$ cat src/rtl/tbd_pkg.sv
package tbd_pkg;

    localparam int unsigned WORD_W = 32;
    localparam logic [WORD_W-1:0] RTC_LO_MASK = 32'h3FFF_FF80;

    typedef enum logic [1:0] {
        SEL_TB_LO = 2'd0,
        SEL_TB_HI = 2'd1,
        SEL_DEC   = 2'd2,
        SEL_NONE  = 2'd3
    } reg_sel_e;

    typedef struct packed {
        logic              en;
        reg_sel_e          sel;
        logic [WORD_W-1:0] data;
    } wr_req_t;

    function automatic logic [WORD_W-1:0] lo_view(input logic rtc, input logic [WORD_W-1:0] v);
        return rtc ? (v & RTC_LO_MASK) : v;
    endfunction

    function automatic logic is_neg(input logic [WORD_W-1:0] v);
        return v[WORD_W-1];
    endfunction

endpackage

$ cat src/rtl/tbd_timebase.sv
module tbd_timebase
    import tbd_pkg::*;
#(
    parameter bit RTC_MODE = 1'b0
) (
    input  logic                  clk,
    input  logic                  rst,
    input  logic                  tick_en,
    input  wr_req_t               wr,
    output logic [2*WORD_W-1:0]   tb_q
);
    localparam int unsigned TB_W = 2 * WORD_W;

    logic              wr_lo;
    logic              wr_hi;
    logic [WORD_W-1:0] lo_wdata;
    logic [TB_W-1:0]   tb_d;

    assign wr_lo = wr.en && (wr.sel == SEL_TB_LO);
    assign wr_hi = wr.en && (wr.sel == SEL_TB_HI);

    generate
        if (RTC_MODE) begin : g_rtc
            assign lo_wdata = wr.data & RTC_LO_MASK;
        end else begin : g_plain
            assign lo_wdata = wr.data;
        end
    endgenerate

    always_comb begin
        tb_d = tb_q;
        if (wr_lo) begin
            tb_d[WORD_W-1:0] = lo_wdata;
        end else if (wr_hi) begin
            tb_d[TB_W-1:WORD_W] = wr.data;
        end else if (tick_en) begin
            tb_d = tb_q + TB_W'(1);
        end
    end

    always_ff @(posedge clk) begin
        if (rst) begin
            tb_q <= '0;
        end else begin
            tb_q <= tb_d;
        end
    end


    tb_inc_chk: assert property (@(posedge clk) disable iff (rst)
        (tick_en && !wr_lo && !wr_hi) |=> (tb_q == $past(tb_q) + TB_W'(1)));


    tb_idle_chk: assert property (@(posedge clk) disable iff (rst)
        (!tick_en && !wr_lo && !wr_hi) |=> $stable(tb_q));


    hi_keeps_lo_chk: assert property (@(posedge clk) disable iff (rst)
        wr_hi |=> (tb_q[WORD_W-1:0] == $past(tb_q[WORD_W-1:0])));


    lo_keeps_hi_chk: assert property (@(posedge clk) disable iff (rst)
        wr_lo |=> (tb_q[TB_W-1:WORD_W] == $past(tb_q[TB_W-1:WORD_W])));


    hi_wr_beats_tick_chk: assert property (@(posedge clk) disable iff (rst)
        (wr_hi && tick_en) |=> (tb_q[TB_W-1:WORD_W] == $past(wr.data)));

endmodule

$ cat src/rtl/tbd_decr.sv
module tbd_decr
    import tbd_pkg::*;
(
    input  logic              clk,
    input  logic              rst,
    input  logic              tick_en,
    input  logic              reload,
    input  wr_req_t           wr,
    output logic [WORD_W-1:0] dec_q,
    output logic              irq_evt
);
    logic              wr_dec;
    logic              neg_cross;
    logic              expire;
    logic [WORD_W-1:0] dec_d;

    assign wr_dec    = wr.en && (wr.sel == SEL_DEC);
    assign neg_cross = wr_dec && is_neg(wr.data) && !is_neg(dec_q);
    assign expire    = !wr_dec && !reload && tick_en && (dec_q == '0);
    assign irq_evt   = neg_cross || expire;

    always_comb begin
        dec_d = dec_q;
        if (wr_dec) begin
            dec_d = wr.data;
        end else if (reload) begin
            dec_d = '1;
        end else if (tick_en) begin
            dec_d = dec_q - WORD_W'(1);
        end
    end

    always_ff @(posedge clk) begin
        if (rst) begin
            dec_q <= '1;
        end else begin
            dec_q <= dec_d;
        end
    end


    dec_step_chk: assert property (@(posedge clk) disable iff (rst)
        (tick_en && !wr_dec && !reload && (dec_q != '0)) |=> (dec_q == $past(dec_q) - WORD_W'(1)));


    dec_wrap_chk: assert property (@(posedge clk) disable iff (rst)
        (tick_en && !wr_dec && !reload && (dec_q == '0)) |=> (dec_q == '1));


    dec_reload_chk: assert property (@(posedge clk) disable iff (rst)
        (reload && !wr_dec) |=> (dec_q == '1));


    dec_wr_beats_tick_chk: assert property (@(posedge clk) disable iff (rst)
        (wr_dec && tick_en) |=> (dec_q == $past(wr.data)));

endmodule

$ cat src/rtl/tbd_irq_hold.sv
module tbd_irq_hold (
    input  logic clk,
    input  logic rst,
    input  logic set,
    input  logic ack,
    output logic irq_q
);
    always_ff @(posedge clk) begin
        if (rst) begin
            irq_q <= 1'b0;
        end else if (set) begin
            irq_q <= 1'b1;
        end else if (ack) begin
            irq_q <= 1'b0;
        end
    end


    irq_hold_chk: assert property (@(posedge clk) disable iff (rst)
        (irq_q && !ack) |=> irq_q);


    irq_clear_chk: assert property (@(posedge clk) disable iff (rst)
        (ack && !set) |=> !irq_q);


    irq_set_wins_chk: assert property (@(posedge clk) disable iff (rst)
        set |=> irq_q);

endmodule

$ cat src/rtl/tbd_top.sv
module tbd_top
    import tbd_pkg::*;
#(
    parameter bit          RTC_MODE = 1'b0,
    parameter int unsigned RATE_W   = 4
) (
    input  logic              clk,
    input  logic              rst,
    input  logic              tick_en,
    input  logic [RATE_W-1:0] rate_code,
    input  logic              wr_en,
    input  logic [1:0]        wr_sel,
    input  logic [31:0]       wr_data,
    input  logic [1:0]        rd_sel,
    output logic [31:0]       rd_data,
    input  logic              dec_ack,
    output logic              dec_irq
);
    localparam int unsigned TB_W = 2 * WORD_W;

    wr_req_t           wr;
    logic [TB_W-1:0]   tb_val;
    logic [WORD_W-1:0] dec_val;
    logic [RATE_W-1:0] rate_q;
    logic              reload;
    logic              irq_evt;

    assign wr.en   = wr_en;
    assign wr.sel  = reg_sel_e'(wr_sel);
    assign wr.data = wr_data;

    always_ff @(posedge clk) begin
        rate_q <= rate_code;
    end

    assign reload = !rst && (rate_code != rate_q);

    tbd_timebase #(.RTC_MODE(RTC_MODE)) u_tb (
        .clk     (clk),
        .rst     (rst),
        .tick_en (tick_en),
        .wr      (wr),
        .tb_q    (tb_val)
    );

    tbd_decr u_dec (
        .clk     (clk),
        .rst     (rst),
        .tick_en (tick_en),
        .reload  (reload),
        .wr      (wr),
        .dec_q   (dec_val),
        .irq_evt (irq_evt)
    );

    tbd_irq_hold u_irq (
        .clk   (clk),
        .rst   (rst),
        .set   (irq_evt),
        .ack   (dec_ack),
        .irq_q (dec_irq)
    );

    always_comb begin
        case (reg_sel_e'(rd_sel))
            SEL_TB_LO: rd_data = lo_view(RTC_MODE, tb_val[WORD_W-1:0]);
            SEL_TB_HI: rd_data = tb_val[TB_W-1:WORD_W];
            SEL_DEC:   rd_data = dec_val;
            default:   rd_data = '0;
        endcase
    end


    neg_write_irq_chk: assert property (@(posedge clk) disable iff (rst)
        (wr_en && (wr_sel == 2'd2) && wr_data[31] && !dec_val[31]) |=> dec_irq);


    neg_over_neg_quiet_chk: assert property (@(posedge clk) disable iff (rst)
        (wr_en && (wr_sel == 2'd2) && dec_val[31] && !dec_irq) |=> !dec_irq);


    reload_quiet_chk: assert property (@(posedge clk) disable iff (rst)
        (reload && !(wr_en && (wr_sel == 2'd2)) && !dec_irq) |=> !dec_irq);


    expire_irq_chk: assert property (@(posedge clk) disable iff (rst)
        (tick_en && !wr_en && !reload && (dec_val == '0)) |=> dec_irq);


    null_sel_chk: assert property (@(posedge clk) disable iff (rst)
        (wr_en && (wr_sel == 2'd3) && !tick_en && !reload) |=> ($stable(tb_val) && $stable(dec_val)));

endmodule

$ cat config.mk
export PLATFORM = sky130hd
export DESIGN_NAME = tbd_top
export DESIGN_NICKNAME = d
export VERILOG_FILES = /design/src/rtl/tbd_pkg.sv /design/src/rtl/tbd_timebase.sv /design/src/rtl/tbd_decr.sv /design/src/rtl/tbd_irq_hold.sv /design/src/rtl/tbd_top.sv
export SDC_FILE = /design/constraint.sdc
export NUM_CORES = 1
export LEC_CHECK = 0
export BUFFER_PORTS_ARGS = -buffer_cell sky130_fd_sc_hd__buf_2
export CAP_MARGIN = 20
export CORE_MARGIN = 3
export CORE_UTILIZATION = 25
export CTS_CLUSTER_DIAMETER = 120
export CTS_CLUSTER_SIZE = 30
export DETAILED_ROUTE_END_ITERATION = 12
export MAX_ROUTING_LAYER = met4
export SYNTH_ARGS = -nofsm -noshare
export SYNTH_HDL_FRONTEND = slang
export SYNTH_SLANG_ARGS = --single-unit
$ cat constraint.sdc
create_clock -name clk -period 4.65 [get_ports clk]
set_input_delay 0.6975 -clock clk [delete_from_list [all_inputs] [get_ports clk]]
set_output_delay 0.6975 -clock clk [all_outputs]
set_load 0.03 [all_outputs]
Word-level counts from Yosys, hierarchy flattened

Cells that the tools add are included.

Word-level logic and storage cells: 47
Flip-flop bits (word level): 101

Reductions and logical operators: 23
$add $sub $neg: 2
Bitwise gates (word level): 1
Mux-type cells: 10
Eq/ne operators: 6

Operator list:

| kind                                                  | number |
|---|---|
| two-way mux 32 bit                                    | 6 |
| case mux 32 bit (3 select lines)                      | 1 |
| adder 64 x 1 -> 64 bit, second input constant         | 1 |
| two-way mux 64 bit                                    | 1 |
| zero test 32 bit                                      | 1 |
| subtractor 32 x 1 -> 32 bit, second input constant    | 1 |
| logical AND 1 bit                                     | 9 |
| nonzero test 2 bit                                    | 3 |
| == test 2 x 1 -> 1 bit, second input constant         | 2 |
| == test 2 bit, second input constant                  | 2 |
| zero test 1 bit                                       | 4 |
| zero test 2 bit                                       | 2 |
| inequality test 4 bit                                 | 1 |
| AND reduction 2 bit                                   | 2 |
| nonzero test 3 bit                                    | 1 |
| two-way mux 1 bit                                     | 2 |
| inequality test 2 x 1 -> 1 bit, second input constant | 1 |
| logical OR 1 bit                                      | 1 |
| inverter 1 bit                                        | 1 |

Depth between registers and ports, before layout

Gate-level depths: netlist of the first run.

Word-level depth: 8
Depth in mapped cells: 9
Depth with buffers taken out: 8

Cells and area by module

Synthesis of the first run repeated with hierarchy kept, for this count alone.

Cells, all modules: 805
Area total of the unflattened synthesis: 6,606.3 sq um

Modules (own cells, without submodules):

| module       | cells an instance | area an instance (sq um) | times used |
|---|---|---|---|
| tbd_timebase | 480               | 3,781.1                  | 1 |
| tbd_decr     | 235               | 1,875.5                  | 1 |
| tbd_top      | 86                | 910.9                    | 1 |
| tbd_irq_hold | 4                 | 38.8                     | 1 |

Worst setup path after synthesis of the first run

Ideal clock, no wire load.

Path type: input-to-output
Start point: in rd_sel[1]
End point: out rd_data[0]
Arrival time: 2.211 ns
Path slack: 1.741 ns
Required time: 3.953 ns
Stages: 4
Path through: clkbuf_1 -> clkbuf_1 -> mux2i_1 -> o21ai_0

Cells in the longest elaborated chain, start to end: 2
Elaborated cells between the ends (all ways): 4

RTL lines:

| item                                  | line          | source |
|---|---|---|
| start: declaration                    | tbd_top.sv:14 | `input logic [1:0] rd_sel,` |
| == test 2 bit (tied with other cells) | tbd_top.sv:65 | `case (reg_sel_e'(rd_sel))` |
| case mux 32 bit (3 select lines) *    | tbd_top.sv:65 |  |
| end: declaration                      | tbd_top.sv:15 | `output logic [31:0] rd_data,` |

Every way passes the cells marked *; elsewhere a longest branch is shown, timed or not.

Worst setup path after layout of the first run

Start point: in rd_sel[0]
End point: out rd_data[11]

The elaborated chain is that of the path after synthesis.

==> flow_summary.json, run 1 <==
{
  "multi_input_area_um2": 4225,
  "portBuffers": 77,
  "wl_met2_mm": 11.45,
  "avgSynthCellArea_um2": 7.394,
  "ys_types": 68,
  "wl_per_cell_um": 20.09,
  "antenna_left": 0,
  "clk_latency_ns": 0.36,
  "grt_pass1_vias": 6606,
  "die_x_um": 168.0,
  "leakage_nw": 2.560,
  "peakVddDrop_uv": 159.6,
  "met3_length_mm": 1.743,
  "slew_headroom": 0.3425,
  "synth_seq_cells": 101,
  "pwr_density_cell_nw_per_um2": 281.7,
  "yosysWarnings": 0,
  "min_period_over_period": 0.6700,
  "hold_viol_final": 0,
  "postCtsHoldBufs": 0,
  "clockRootBuffer": "clkbuf_16",
  "fmax_ghz": 0.3210,
  "start_kind": "primary input",
  "die_h_um": 168.0,
  "rows": 58,
  "synth_fp_nets": 934,
  "worstPathCellList": "buf_2, nor2b_2, buf_4, nand2_1, o21ai_0, buf_2",
  "period_needed_ns": 3.115,
  "critPathCaptureType": "output pin",
  "switchingPower_mw": 0.6447,
  "top_layer": "met4",
  "grt_max_degree": 49,
  "htreeDepth": 3,
  "wl_mm": 25.37,
  "maxSlewViolCount": 0,
  "synth_seq_area_share": 0.3083,
  "synthFlopType": "dfxtp_1",
  "cts_buffers": 9,
  "worst_pin_slew_ns": 0.9773,
  "cp_common_cell": "buf_2",
  "critPathMaxStageDelay_ns": 0.50,
  "path_max_fanout": 33,
  "syn_to_final_growth_pct": 15.07,
  "finalClockSkew_ns": 0.007282,
  "vias": 7330,
  "layoutNonFillerInstCount": 1263,
  "required_ns": 3.95,
  "grtUsageTotal": 0.1806,
  "critPathTopFamily": "buffers and inverters",
  "drive_gt1_frac": 0.1384,
  "drc_errors": 0,
  "clock_power_share": 0.393,
  "setup_tns_ns": 0,
  "clkSinkCount": 101,
  "antenna_found_initial": 1,
  "switching_share": 0.3033,
  "syn_inst": 887,
  "dp_cells": 1245,
  "hp-class": "in2reg",
  "synth_area_um2": 6559,
  "status": "complete, no violations",
  "p_int_mw": 1.481,
  "arrival_ns": 2.42,
  "coreArea_um2": 25470,
  "first_pass_iters": 5,
  "power_frac_comb": 0.161,
  "regArea_um2": 2022,
  "path_clk_slew_ns": 0.07,
  "cts.path.max_buffers": 2,
  "fillCellCount": 2792,
  "crit_type": "in2out",
  "drt-vias-per-instance": 5.804,
  "finalSetupViolations": 0,
  "gp_congestion": 0.9047,
  "cts-resized-gates": 0,
  "grt_pass1_wl_mm": 39.29,
  "hpwl_mm": 18.83,
  "slowest_stage": "buf_2",
  "cap_violations": 0,
  "cts_tree": "yes",
  "synth_edf_count": 0,
  "grt_setup_unrepaired": "no",
  "num-nets-final": 974,
  "drt_iter0_drc": 894,
  "gr-total-overflow": 0,
  "cts_setup_buffers": 0,
  "start_util": 0.2575,
  "async_reset_ff_frac": 0,
  "wl_met1_mm": 11.54,
  "die_area_um2": 28210,
  "ioPinCount": 78,
  "power_frac_seq": 0.447,
  "cp_num_buf_inv": 3
}
==> sequential cells by signal, summed over array words and instances (netlist names) <==
name         flops
u_dec.dec_q     32
rate_q           4
u_tb.tb_q       64
u_irq.irq_q      1
==> worst reg2reg max path: stages, from the launching register on <==
cell and delay, ns:
dfxtp_1 0.56, nand2_1 0.19, or4_1 0.76, nor4_1 0.91, a31oi_1 0.16, o21ai_0 0.18
o311ai_0 0.13
==> worst paths after layout <==
check	cells after the start	to	start	slack, ns
setup / recovery	6	rd_data[11]	rd_sel[0]	1.53
hold / removal	1	rate_q[1]	rate_code[1]	0.46
setup reg to reg	6	u_tb.tb_q[39]	u_tb.tb_q[4]	1.59
hold reg to reg	2	u_tb.tb_q[28]	u_tb.tb_q[28]	0.52
==> metrics by stage <==
step           hold slack (ns)  power, mW  cell area, um^2    util  setup slack (ns)
2_1_floorplan           0.4695      1.166             6559       -             1.741
3_5_place_dp            0.4988      1.305             7222  0.2835             1.408
6_report                0.4647      2.126             7547  0.2963             1.535
5_1_grt                 0.4546      2.210             7547  0.2963             1.470
4_1_cts                 0.4547      2.132             7537  0.2959             1.614
3_3_place_gp            0.4850      1.301             7222  0.2835             1.468
==> cell usage in the layout, fill, tap and decap left out, types with 3 or more instances in the layout <==
master     count
a221oi_1       8
a41oi_1        5
and2_1         6
o211ai_1      11
buf_4         16
nand4_1       26
nand3_1       57
nand2_1       91
a31oi_1       27
a22oi_1       15
buf_2         77
o21a_1         3
and3_1        12
nor2_1        61
or4_1          7
dfxtp_1      101
xor2_1        16
o22a_1         4
and4_1         7
a21oi_1       56
nor4_1        17
mux2i_1       33
inv_1         16
o21ai_0      113
nor3_1        24
a2bb2oi_1      6
o31ai_1        4
or2_2          3
o22ai_1       10
o311ai_0       8
nor3b_1        4
or3_1         14
clkbuf_16      9
xnor2_1        9
==> cells in the mapped netlist (4+ instances only) <==
cell type | number | area, um^2
and3_1 | 12 | 75.07
o211ai_1 | 11 | 82.58
xnor2_1 | 9 | 78.83
nor4_1 | 18 | 112.6
nand3_1 | 57 | 285.3
a22oi_1 | 15 | 112.6
xor2_1 | 16 | 140.1
nand4_1 | 26 | 162.7
clkbuf_1 | 53 | 198.9
nor2_1 | 62 | 232.7
a2bb2oi_1 | 6 | 52.55
o22a_1 | 4 | 35.03
nand2_1 | 91 | 341.6
inv_1 | 16 | 60.06
o21ai_0 | 114 | 570.6
nor3_1 | 26 | 130.1
a41oi_1 | 5 | 43.79
a31oi_1 | 27 | 168.9
mux2i_1 | 33 | 330.3
and2_1 | 6 | 37.54
o31ai_1 | 4 | 30.03
and4_1 | 7 | 61.31
a221oi_1 | 8 | 70.07
nor3b_1 | 4 | 30.03
dfxtp_1 | 101 | 2022
or3_1 | 14 | 87.58
o22ai_1 | 10 | 62.56
a21oi_1 | 56 | 280.3
or4_1 | 7 | 52.55
o311ai_0 | 8 | 70.07
==> area by class of cell <==
cell class | count | area share
diodes | 1 | 0.0003316
clock inverters | 6 | 0.01144
well taps | 330 | 0.05471
clock buffers | 10 | 0.03034
flip-flops and latches | 101 | 0.2679
multi-input cells | 705 | 0.5598
repair buffers | 93 | 0.06698
inverters | 17 | 0.008455
==> layer usage <==
| metal | vias to the layer above | track usage |
|---|---|---|
| li1 | 3430 | - |
| met4 | 0 | 0.05478 |
| met1 | 3519 | 0.2493 |
| met2 | 344 | 0.2749 |
| met5 | - | - |
| met3 | 37 | 0.02559 |
==> power groups by stage <==
| stage | logic (mW) | registers (mW) | clock network [mW] |
|---|---|---|---|
| after detailed placement | 0.338 | 0.967 | 0 |
| after global placement | 0.334 | 0.967 | 0 |
| after floorplan | 0.216 | 0.950 | 0 |
| final | 0.342 | 0.949 | 0.835 |
| after CTS | 0.338 | 0.947 | 0.847 |
| after global routing | 0.370 | 0.955 | 0.885 |
==> kinds of logic (layout without fill, tap and decap cells) <==
| group | Yosys count | in the layout | share of synthesized area |
|---|---|---|---|
| multiplexers | 35 | 35 | 0.05380 |
| adder cells (fa/ha/maj) | 2 | 2 | 0.003815 |
| XOR/XNOR | 25 | 25 | 0.03338 |
| AO/OA/AOI/OAI | 289 | 289 | 0.2678 |
| flip-flops | 101 | 101 | 0.3083 |
| buffers and inverters | 81 | 126 | 0.05131 |
| AND/OR/NAND/NOR | 354 | 354 | 0.2816 |
| other | 0 | 1 | 0 |
Power figures use the tool's default switching activity.
==> inputs of run 2 (changes only) <==
- clock period: 4.65 -> 2.52 ns (I/O delays scaled with it)
==> run 2 against run 1 <==
Non-clock buffer count increased by 64. Final cell count up 5.0%. Via count grew 4.0%. First-iteration DRC count decreased by 22%. Setup slack worse by 1.4 ns. Largest cell class unchanged. Highest routed layer unchanged.
==> flow_summary.json, run 2 (synthesis gave the netlist of run 1 again) <==
{
  "hold_viol_final": 0,
  "grt_pass1_wl_mm": 40.50,
  "holdPathEnd": "rate_q[1]",
  "path_clk_slew_ns": 0.07,
  "cap_violations": 0,
  "hold_depth": 1,
  "finalSetupViolations": 0,
  "antenna_found_initial": 1,
  "drt_iter0_drc": 695,
  "rows": 58,
  "antenna_left": 0,
  "cts.path.max_buffers": 2,
  "drt-vias-per-instance": 5.751,
  "grtUsageTotal": 0.1867,
  "start_kind": "register",
  "clk_latency_ns": 0.36,
  "crit_type": "reg2reg",
  "fmax_ghz": 0.4230,
  "drc_errors": 0,
  "regMostFlops": "u_tb.tb_q",
  "cts_tree": "yes",
  "peakVddDrop_uv": 323.1,
  "largest_reg_flops": 64,
  "die_area_um2": 28210,
  "critPathMaxStageDelay_ns": 0.54,
  "final_common_cell": "o21ai_0",
  "die_h_um": 168.0,
  "slowest_stage": "or4_4",
  "worstPathCellList": "nand3_1, or4_4, buf_4, nor4_1, buf_4, mux2_2, a21oi_1",
  "arrival_ns": 2.64,
  "die_x_um": 168.0,
  "clkSinkCount": 101,
  "htreeDepth": 3,
  "portBuffers": 77,
  "clockRootBuffer": "clkbuf_16",
  "maxSlewViolCount": 0,
  "finalClockSkew_ns": 0.009909,
  "pwr_density_cell_nw_per_um2": 477.9,
  "setup_tns_ns": 0,
  "r2r-start": "u_tb.tb_q[1]",
  "critPathCaptureType": "register",
  "coreArea_um2": 25470,
  "ioPinCount": 78,
  "grt_setup_unrepaired": "no",
  "hpwl_mm": 20.16,
  "path_max_fanout": 5,
  "postCtsHoldBufs": 0,
  "grt_max_degree": 34,
  "required_ns": 2.79,
  "num-nets-final": 1038,
  "final_cell_mix": "o21ai_0 (113), dfxtp_1 (101), nand2_1 (91)",
  "period_needed_ns": 2.364,
  "cp_common_cell": "buf_4",
  "vias": 7626,
  "first_pass_iters": 5,
  "layoutNonFillerInstCount": 1326,
  "cp-startpoint": "u_tb.tb_q[1]",
  "hp-class": "in2reg",
  "hold_path.startpoint": "rate_code[1]",
  "worst_pin_slew_ns": 0.7436,
  "gr-total-overflow": 0,
  "regToRegEndpoint": "u_tb.tb_q[19]",
  "r2r.worst_path.cells": 7,
  "drive_gt1_frac": 0.1980,
  "total_power_mw": 3.860,
  "wl_per_cell_um": 19.94,
  "slew_headroom": 0.5025,
  "start_util": 0.2575,
  "wl_mm": 26.44,
  "rrSetupSlack_ns": 0.16,
  "syn_to_final_growth_pct": 23.16,
  "leakage_nw": 2.896,
  "largest_registers": "u_tb.tb_q (64), u_dec.dec_q (32), rate_q (4)",
  "grt_pass1_vias": 6949,
  "dp_cells": 1307,
  "gp_congestion": 0.9312,
  "status": "complete, no violations",
  "min_period_over_period": 0.9382,
  "cts_buffers": 9
}
run 2: cell types whose count changed in the layout (fill, tap and decap cells not counted), sizes merged:
cell,delta
buf,+64
clkinvlp,-1
clkinv,+1
clkbuf,+1
bufinv,-1
inv,-1
run 2: critical path, delay by kind of cell, from the launching register on:
kind                   cells  cell delay [ns]
and+or+nand+nor            3             1.03
DFF                        1             0.39
buffers and inverters      2             0.38
muxes                      1             0.33
AOI/OAI and AO/OA          1             0.17
run 2: worst max path at each step:
stage	to	slack, ns	cells past startpoint
4_1_cts	u_irq.irq_q	0.1	9
2_1_floorplan	u_irq.irq_q	0.13	7
3_3_place_gp	u_tb.tb_q[39]	0.09	8
3_5_place_dp	u_irq.irq_q	0.10	9
6_report	u_tb.tb_q[19]	0.16	7
5_1_grt	u_tb.tb_q[45]	0.06	8
run 2: final cells by class:
| type | count | area [um^2] |
|---|---|---|
| Clock inverter | 4 | 48.80 |
| Multi-Input combinational cell | 705 | 4249 |
| Antenna cell | 1 | 2.502 |
| Sequential cell | 101 | 2022 |
| Fill cell | 2738 | 17390 |
| Clock buffer | 11 | 242.7 |
| Tap cell | 330 | 412.9 |
| Timing Repair Buffer | 157 | 1036 |
| Inverter | 17 | 63.81 |
run 2: per-layer routing:
| layer | share of wire | global-route usage |
|---|---|---|
| met1 | 0.44 | 0.2550 |
| met3 | 0.090 | 0.03851 |
| met4 | 0.041 | 0.07791 |
| met5 | 0 | - |
| met2 | 0.43 | 0.2677 |
run 2: power by group:
part | switching [mW] | total, mW | leakage, nW | internal (mW)
clock network | 0.638 | 1.43 | 0.145 | 0.792
registers | 0.0742 | 1.73 | 0.823 | 1.66
logic | 0.458 | 0.697 | 1.93 | 0.239
run 2: what timing repair did:
action | in CTS | in global routing
resized for setup | 0 | 5
setup endpoints to repair | 0 | 12
setup buffers | 0 | 2
run 2: stage by stage:
stage / setup slack (ns) / hold slack [ns] / utilization / instance area [um^2]
after floorplan: 0.1349 / 0.4057 / - / 6559
after global placement: 0.09119 / 0.4933 / 0.3038 / 7737
after detailed placement: 0.1030 / 0.4997 / 0.3038 / 7737
after CTS: 0.09590 / 0.1357 / 0.3152 / 8029
after global routing: 0.06093 / 0.1402 / 0.3171 / 8078
final: 0.1558 / 0.1450 / 0.3171 / 8078
